--- src/rtl/rxr_pkg.sv ---
package rxr_pkg;
  localparam int unsigned HDR_BYTES = 4;

  typedef enum logic [1:0] {
    S_IDLE,
    S_RECV,
    S_DROP,
    S_HDR
  } rxr_state_e;
endpackage

--- src/rtl/rxr_page_step.sv ---
// Next page in the ring, with wrap at the stop page and boundary compare.
module rxr_page_step #(
  parameter int unsigned PAGE_W = 8
) (
  input  logic [PAGE_W-1:0] cur_pg_i,
  input  logic [PAGE_W-1:0] pstart_i,
  input  logic [PAGE_W-1:0] pstop_i,
  input  logic [PAGE_W-1:0] bndry_i,
  output logic [PAGE_W-1:0] nxt_pg_o,
  output logic              hit_bndry_o
);
  logic [PAGE_W-1:0] inc_pg;

  always_comb begin
    inc_pg      = cur_pg_i + 1'b1;
    nxt_pg_o    = (inc_pg == pstop_i) ? pstart_i : inc_pg;
    hit_bndry_o = (nxt_pg_o == bndry_i);
  end
endmodule

--- src/rtl/rxr_wptr.sv ---
// Frame write pointer: page, in-page offset, pending link, byte count.
module rxr_wptr
  import rxr_pkg::*;
#(
  parameter int unsigned PAGE_W = 8,
  parameter int unsigned OFFS_W = 8,
  parameter int unsigned CNT_W  = 16,
  localparam int unsigned ADDR_W = PAGE_W + OFFS_W
) (
  input  logic              clk_i,
  input  logic              rst_ni,
  input  logic              start_i,
  input  logic [PAGE_W-1:0] start_pg_i,
  input  logic              byte_i,
  input  logic [PAGE_W-1:0] nxt_pg_i,
  output logic [PAGE_W-1:0] wpage_o,
  output logic              need_link_o,
  output logic [CNT_W-1:0]  cnt_o,
  output logic [ADDR_W-1:0] addr_o
);
  localparam logic [OFFS_W-1:0] OFFS_MAX = '1;
  localparam logic [OFFS_W-1:0] OFFS_HDR = OFFS_W'(HDR_BYTES);

  logic [PAGE_W-1:0] wpage_q;
  logic [OFFS_W-1:0] woff_q;
  logic              link_q;
  logic [CNT_W-1:0]  cnt_q;

  always_ff @(posedge clk_i or negedge rst_ni) begin
    if (!rst_ni) begin
      wpage_q <= '0;
      woff_q  <= '0;
      link_q  <= 1'b0;
      cnt_q   <= '0;
    end else if (start_i) begin
      wpage_q <= start_pg_i;
      woff_q  <= OFFS_HDR;
      link_q  <= 1'b0;
      cnt_q   <= '0;
    end else if (byte_i) begin
      cnt_q <= cnt_q + 1'b1;
      if (link_q) begin
        wpage_q <= nxt_pg_i;
        woff_q  <= OFFS_W'(1);
        link_q  <= 1'b0;
      end else begin
        woff_q <= woff_q + 1'b1;
        link_q <= (woff_q == OFFS_MAX);
      end
    end
  end

  assign wpage_o     = wpage_q;
  assign need_link_o = link_q;
  assign cnt_o       = cnt_q;
  assign addr_o      = link_q ? {nxt_pg_i, {OFFS_W{1'b0}}} : {wpage_q, woff_q};

  AST_HDR_SKIP: assert property (@(posedge clk_i) disable iff (!rst_ni)
    start_i |=> (woff_q == OFFS_HDR && !link_q));
  AST_LINK_OFFS0: assert property (@(posedge clk_i) disable iff (!rst_ni)
    (byte_i && link_q && !start_i) |=> (woff_q == OFFS_W'(1) && wpage_q == $past(nxt_pg_i)));
endmodule

--- src/rtl/rx_ring_mgr.sv ---
module rx_ring_mgr
  import rxr_pkg::*;
#(
  parameter int unsigned PAGE_W = 8,
  parameter int unsigned OFFS_W = 8,
  parameter int unsigned CNT_W  = 16,
  localparam int unsigned ADDR_W = PAGE_W + OFFS_W
) (
  input  logic              clk_i,
  input  logic              rst_ni,
  input  logic [PAGE_W-1:0] pstart_i,
  input  logic [PAGE_W-1:0] pstop_i,
  input  logic [PAGE_W-1:0] bndry_i,
  input  logic              accept_err_i,
  input  logic              curr_init_i,
  input  logic              frm_start_i,
  input  logic              byte_vld_i,
  input  logic [7:0]        byte_i,
  input  logic              frm_end_i,
  input  logic              frm_good_i,
  input  logic [7:0]        rx_stat_i,
  output logic              wr_en_o,
  output logic [ADDR_W-1:0] wr_addr_o,
  output logic [7:0]        wr_data_o,
  output logic              abort_o,
  output logic [PAGE_W-1:0] curr_page_o
);
  localparam int unsigned HIDX_W = $clog2(HDR_BYTES);
  localparam logic [HIDX_W-1:0] HIDX_LAST = HIDX_W'(HDR_BYTES - 1);

  rxr_state_e        state_q;
  logic [PAGE_W-1:0] curr_q;
  logic [PAGE_W-1:0] nxt_hold_q;   // scratch: next-frame page
  logic [7:0]        stat_q;
  logic [HIDX_W-1:0] hidx_q;

  logic [PAGE_W-1:0] wpage;
  logic [PAGE_W-1:0] nxt_pg;
  logic              hit_bndry;
  logic              need_link;
  logic [CNT_W-1:0]  cnt;
  logic [ADDR_W-1:0] data_addr;

  logic start_go, byte_go, abort_now, accept;
  logic [7:0] hdr_byte;

  rxr_page_step #(.PAGE_W(PAGE_W)) u_step (
    .cur_pg_i   (wpage),
    .pstart_i   (pstart_i),
    .pstop_i    (pstop_i),
    .bndry_i    (bndry_i),
    .nxt_pg_o   (nxt_pg),
    .hit_bndry_o(hit_bndry)
  );

  rxr_wptr #(.PAGE_W(PAGE_W), .OFFS_W(OFFS_W), .CNT_W(CNT_W)) u_wptr (
    .clk_i      (clk_i),
    .rst_ni     (rst_ni),
    .start_i    (start_go),
    .start_pg_i (curr_q),
    .byte_i     (byte_go),
    .nxt_pg_i   (nxt_pg),
    .wpage_o    (wpage),
    .need_link_o(need_link),
    .cnt_o      (cnt),
    .addr_o     (data_addr)
  );

  always_comb begin
    start_go  = (state_q == S_IDLE) && frm_start_i;
    abort_now = (state_q == S_RECV) && !frm_end_i && byte_vld_i && need_link && hit_bndry;
    byte_go   = (state_q == S_RECV) && !frm_end_i && byte_vld_i && !(need_link && hit_bndry);
    accept    = frm_good_i || accept_err_i;
    case (hidx_q)
      2'd0:    hdr_byte = stat_q;
      2'd1:    hdr_byte = 8'(nxt_hold_q);
      2'd2:    hdr_byte = cnt[7:0];
      default: hdr_byte = 8'(cnt >> 8);
    endcase
  end

  always_ff @(posedge clk_i or negedge rst_ni) begin
    if (!rst_ni) begin
      state_q    <= S_IDLE;
      curr_q     <= '0;
      nxt_hold_q <= '0;
      stat_q     <= '0;
      hidx_q     <= '0;
      wr_en_o    <= 1'b0;
      wr_addr_o  <= '0;
      wr_data_o  <= '0;
      abort_o    <= 1'b0;
    end else begin
      wr_en_o <= 1'b0;
      abort_o <= 1'b0;
      case (state_q)
        S_IDLE: begin
          if (curr_init_i) curr_q <= pstart_i;
          if (frm_start_i) state_q <= S_RECV;
        end
        S_RECV: begin
          if (frm_end_i) begin
            if (accept) begin
              state_q    <= S_HDR;
              hidx_q     <= '0;
              nxt_hold_q <= nxt_pg;
              stat_q     <= rx_stat_i;
            end else begin
              state_q <= S_IDLE;  // rollback: curr_q untouched
            end
          end else if (abort_now) begin
            abort_o <= 1'b1;
            state_q <= S_DROP;
          end else if (byte_go) begin
            wr_en_o   <= 1'b1;
            wr_addr_o <= data_addr;
            wr_data_o <= byte_i;
          end
        end
        S_DROP: begin
          if (frm_end_i) state_q <= S_IDLE;
        end
        default: begin  // S_HDR
          wr_en_o   <= 1'b1;
          wr_addr_o <= {curr_q, OFFS_W'(hidx_q)};
          wr_data_o <= hdr_byte;
          hidx_q    <= hidx_q + 1'b1;
          if (hidx_q == HIDX_LAST) begin
            state_q <= S_IDLE;
            curr_q  <= nxt_hold_q;
          end
        end
      endcase
    end
  end

  assign curr_page_o = curr_q;

  AST_ABORT_STOPS: assert property (@(posedge clk_i) disable iff (!rst_ni)
    abort_o |=> !wr_en_o);
  AST_ABORT_KEEPS_CURR: assert property (@(posedge clk_i) disable iff (!rst_ni)
    abort_o |-> $stable(curr_q));
  AST_WR_IN_RING: assert property (@(posedge clk_i) disable iff (!rst_ni)
    wr_en_o |-> (wr_addr_o[ADDR_W-1:OFFS_W] >= pstart_i && wr_addr_o[ADDR_W-1:OFFS_W] < pstop_i));
  AST_REJECT_HOLD: assert property (@(posedge clk_i) disable iff (!rst_ni)
    (state_q == S_RECV && frm_end_i && !accept) |=> ($stable(curr_q) && !wr_en_o));
  AST_HDR_FIRST: assert property (@(posedge clk_i) disable iff (!rst_ni)
    (state_q == S_HDR && hidx_q == '0) |=> (wr_en_o && wr_addr_o[OFFS_W-1:0] == '0));
  AST_CURR_ADV: assert property (@(posedge clk_i) disable iff (!rst_ni)
    (state_q == S_HDR && hidx_q == HIDX_LAST) |=> (curr_q == $past(nxt_hold_q)));
endmodule

--- config.mk ---
export PLATFORM = sky130hd
export DESIGN_NAME = rx_ring_mgr
export DESIGN_NICKNAME = d
export VERILOG_FILES = /design/src/rtl/rxr_pkg.sv /design/src/rtl/rxr_page_step.sv /design/src/rtl/rxr_wptr.sv /design/src/rtl/rx_ring_mgr.sv
export SDC_FILE = /design/constraint.sdc
export NUM_CORES = 1
export LEC_CHECK = 0
export ABC_AREA = 0
export BUFFER_PORTS_ARGS = -buffer_cell sky130_fd_sc_hd__buf_2
export CAP_MARGIN = 20
export CORE_ASPECT_RATIO = 0.7
export CORE_MARGIN = 2
export CORE_UTILIZATION = 50
export DETAILED_ROUTE_END_ITERATION = 10
export GPL_ROUTABILITY_DRIVEN = 0
export GPL_TIMING_DRIVEN = 0
export PLACE_DENSITY_LB_ADDON = 0.05
export SLEW_MARGIN = 10
export SYNTH_ARGS = -nofsm -noshare
export SYNTH_HDL_FRONTEND = slang
export SYNTH_SLANG_ARGS = --single-unit
--- constraint.sdc ---
create_clock -name clk_i -period 7.35 [get_ports clk_i]
set_input_delay 0 -clock clk_i [delete_from_list [all_inputs] [get_ports clk_i]]
set_output_delay 0 -clock clk_i [all_outputs]
set_load 0.005 [all_outputs]
==> results.cfg <==
[status]
run_status = finished clean

[critical_path]
path_max_fanout = 10
arrival_ns = 4.71
worstSetupStartpointType = register
rr_startpoint = u_wptr.wpage_o[1]
r2r_cells = 13
r2r_end = wr_en_o
crit_type = register to register
required_ns = 7.53
r2r_setup_slack_ns = 2.82
cp-end-kind = register

[sta]
slew-limit-headroom_pct = 30.06
period_share_pct = 61.59
fin_skew_ns = 0.007962
fin_tns_setup_ns = 0
rsz0062_at_grt = false
timing.fmax_mhz = 220.9
min_period_ns = 4.527
setup-violations-final = 0
whs_ns = 0.01704
hold_viol_final = 0
drv_slew = 0
worst_pin_slew_ns = 1.041

[drt]
drc = 0
drt_wl_total_mm = 17.10
vias = 5319
drtIter0Drc = 505
postRouteAntennaNets = 0
via_per_inst = 6.156
drtPass1Iterations = 7
routedWlPerCell_um = 19.79

[logic_synthesis]
synth_edf_count = 0
syn_avg_cell_area_um2 = 9.287
synth_xor_area_share_pct = 3.730
yosysUniqueCellTypes = 69
synth_compound_area_share_pct = 22.54
synthSimpleGateAreaFrac_pct = 16.84
synthesis.area_um2 = 5535
ys.flop_type = dfrtp_1
synth_area_leader_cell = dfrtp_1
synth_top_family_by_area = compound AO/OA/AOI/OAI gates
yosys.area_share.adder_pct = 2.260
ys_seq_elements = 87
synthMuxAreaShare_pct = 9.222
synthTopCellsByArea = dfrtp_1, mux2_2, a21oi_1
synth_common_cells = dfrtp_1, a21oi_1, nor2_1
synth.most_common_cell = dfrtp_1
async_reset_ff_share_pct = 100.0
yosysSeqAreaShare_pct = 39.33
yosys_warnings = 0
yosysTopAreaCellShare_pct = 39.33
synthCells = 596
postSynthNetCount = 654

[power_and_ir_drop]
cellLeakagePower_nw = 2.939
powerDensity_nw_per_um2 = 389.3
finalPower_mw = 2.589
vdd.ir_drop.worst_mv = 0.2430

[place]
io_buffers = 81
dp_hpwl_mm = 12.54
dp_cells = 831

[layout]
antenna_cells = 0
fin_nets = 764
final-instance-count-excl-fill = 864
finalCoreUtilization_pct = 61.06
drive_gt1_share_pct = 21.38
fillers = 992
synthToLayoutAreaGrowth_pct = 20.14

[floorplanning]
die_h_um = 92.03
die_w_um = 129.8
initial_core_util_pct = 50.83
rows = 32
pin_count = 82
core_um2 = 10890
die-area_um2 = 11940

[grt]
grtUsageTotal_pct = 29.23
antenna_found_initial = 0
grt_pass1_vias = 4902
grt_max_degree = 63
grt_remaining_overflow = 0
grt_pass1_wl_mm = 26.59

[min_path]
worstHoldStart = pstart_i[6]
hold_class = input pin to register
hold-path-endpoint = curr_page_o[6]
hold_path_depth = 3

[clocking]
cts_inserted_buffers = 9
cts.clk_slew.worst_paths_ns = 0.07
clk_latency_ns = 0.34
cts_resized = 0
cts_tree = yes
ctsHoldBuffers = 17
h-tree-depth = 3
ctsLongestPathBuffers = 2
cts_setup_buffers = 0
cts.sinks = 87
clock-root-buffer = clkbuf_16

[run]
max-cap-violations = 0
==> worst max-delay path by stage <==
stage / endpoint / slack (ns) / from
floorplan: wr_addr_o[10] / 4.01 / u_wptr.wpage_o[1]
finish: wr_en_o / 2.82 / u_wptr.wpage_o[1]
detailed placement: u_wptr.cnt_o[12] / 2.97 / u_wptr.wpage_o[1]
global placement: wr_en_o / 3.07 / u_wptr.wpage_o[1]
CTS: wr_en_o / 2.94 / u_wptr.wpage_o[1]
global route: u_wptr.cnt_o[12] / 2.67 / u_wptr.wpage_o[1]
==> layout make-up <==
class                      count  area, um^2  share of cell area [%]
buffer                        42       216.5                   3.255
clock buffer                  12       266.5                   4.008
clock inverter                 4       51.30                  0.7714
inverter                      32       120.1                   1.806
multi-input combinational    435        3022                   45.44
sequential                    87        2177                   32.74
tap                          153       191.4                   2.879
timing repair buffer          99       605.6                   9.106
==> placed cells by master (no fill, tap or decap), drive strengths merged, types with 14 or more instances in the layout <==
cell type    synthesis  layout
a211oi              16      16
a21oi               52      52
buf                 17      99
clkbuf              25      37
dfrtp               87      87
dlygate4sd3          0      17
inv                 31      32
mux2                24      24
mux2i               24      24
nand2               39      39
nand3               19      19
nor2                45      45
nor3                15      15
o21ai               24      24
xnor2               14      14
==> kinds of logic after synthesis <==
logic type / count (synthesis)
AO/OA/AOI/OAI: 175
multiplexers: 48
buffers and inverters: 74
flip-flops: 87
adder cells (fa/ha/maj): 10
XOR/XNOR: 22
AND/OR/NAND/NOR: 180
==> routing by layer <==
metal,track usage (%),part of all wire [%],vias to the layer above
met1,46.72,49,2597
met3,5.484,8.5,20
li1,-,-,2449
met5,0,0,-
met2,40.01,42,253
met4,7.527,1.2,0
==> through the flow <==
step	setup slack [ns]	instance area (um^2)
6_report	2.823	6650
3_5_place_dp	2.969	6162
5_1_grt	2.667	6650
2_1_floorplan	4.008	5535
3_3_place_gp	3.070	6132
4_1_cts	2.944	6650
==> power by group <==
group | internal, mW | switching (mW)
sequential | 0.644 | 0.150
combinational | 0.544 | 0.765
clock | 0.292 | 0.194
==> flip-flops by register name (all words and copies together), names as in the netlist, 2 cells and up <==
signal	cells
u_wptr.cnt_o	16
state_q	2
u_wptr.wpage_o	8
u_wptr.woff_q	8
nxt_hold_q	8
stat_q	8
wr_data_o	8
hidx_q	2
curr_page_o	8
wr_addr_o	16
==> critical path, stage by stage (launching register included) <==
cell and delay, ns:
dfrtp_1 0.56, ha_1 0.21, buf_2 0.19, nand3_1 0.23, nor2_1 0.15, o2111ai_1 0.35, buf_2 0.33, a2111oi_0 0.40
nor4_1 0.13, a31oi_1 0.37, nand4_2 0.43, nand2_1 0.33, clkbuf_1 0.52, nand2_1 0.16
Note: power is estimated with default switching activity, not from simulation.
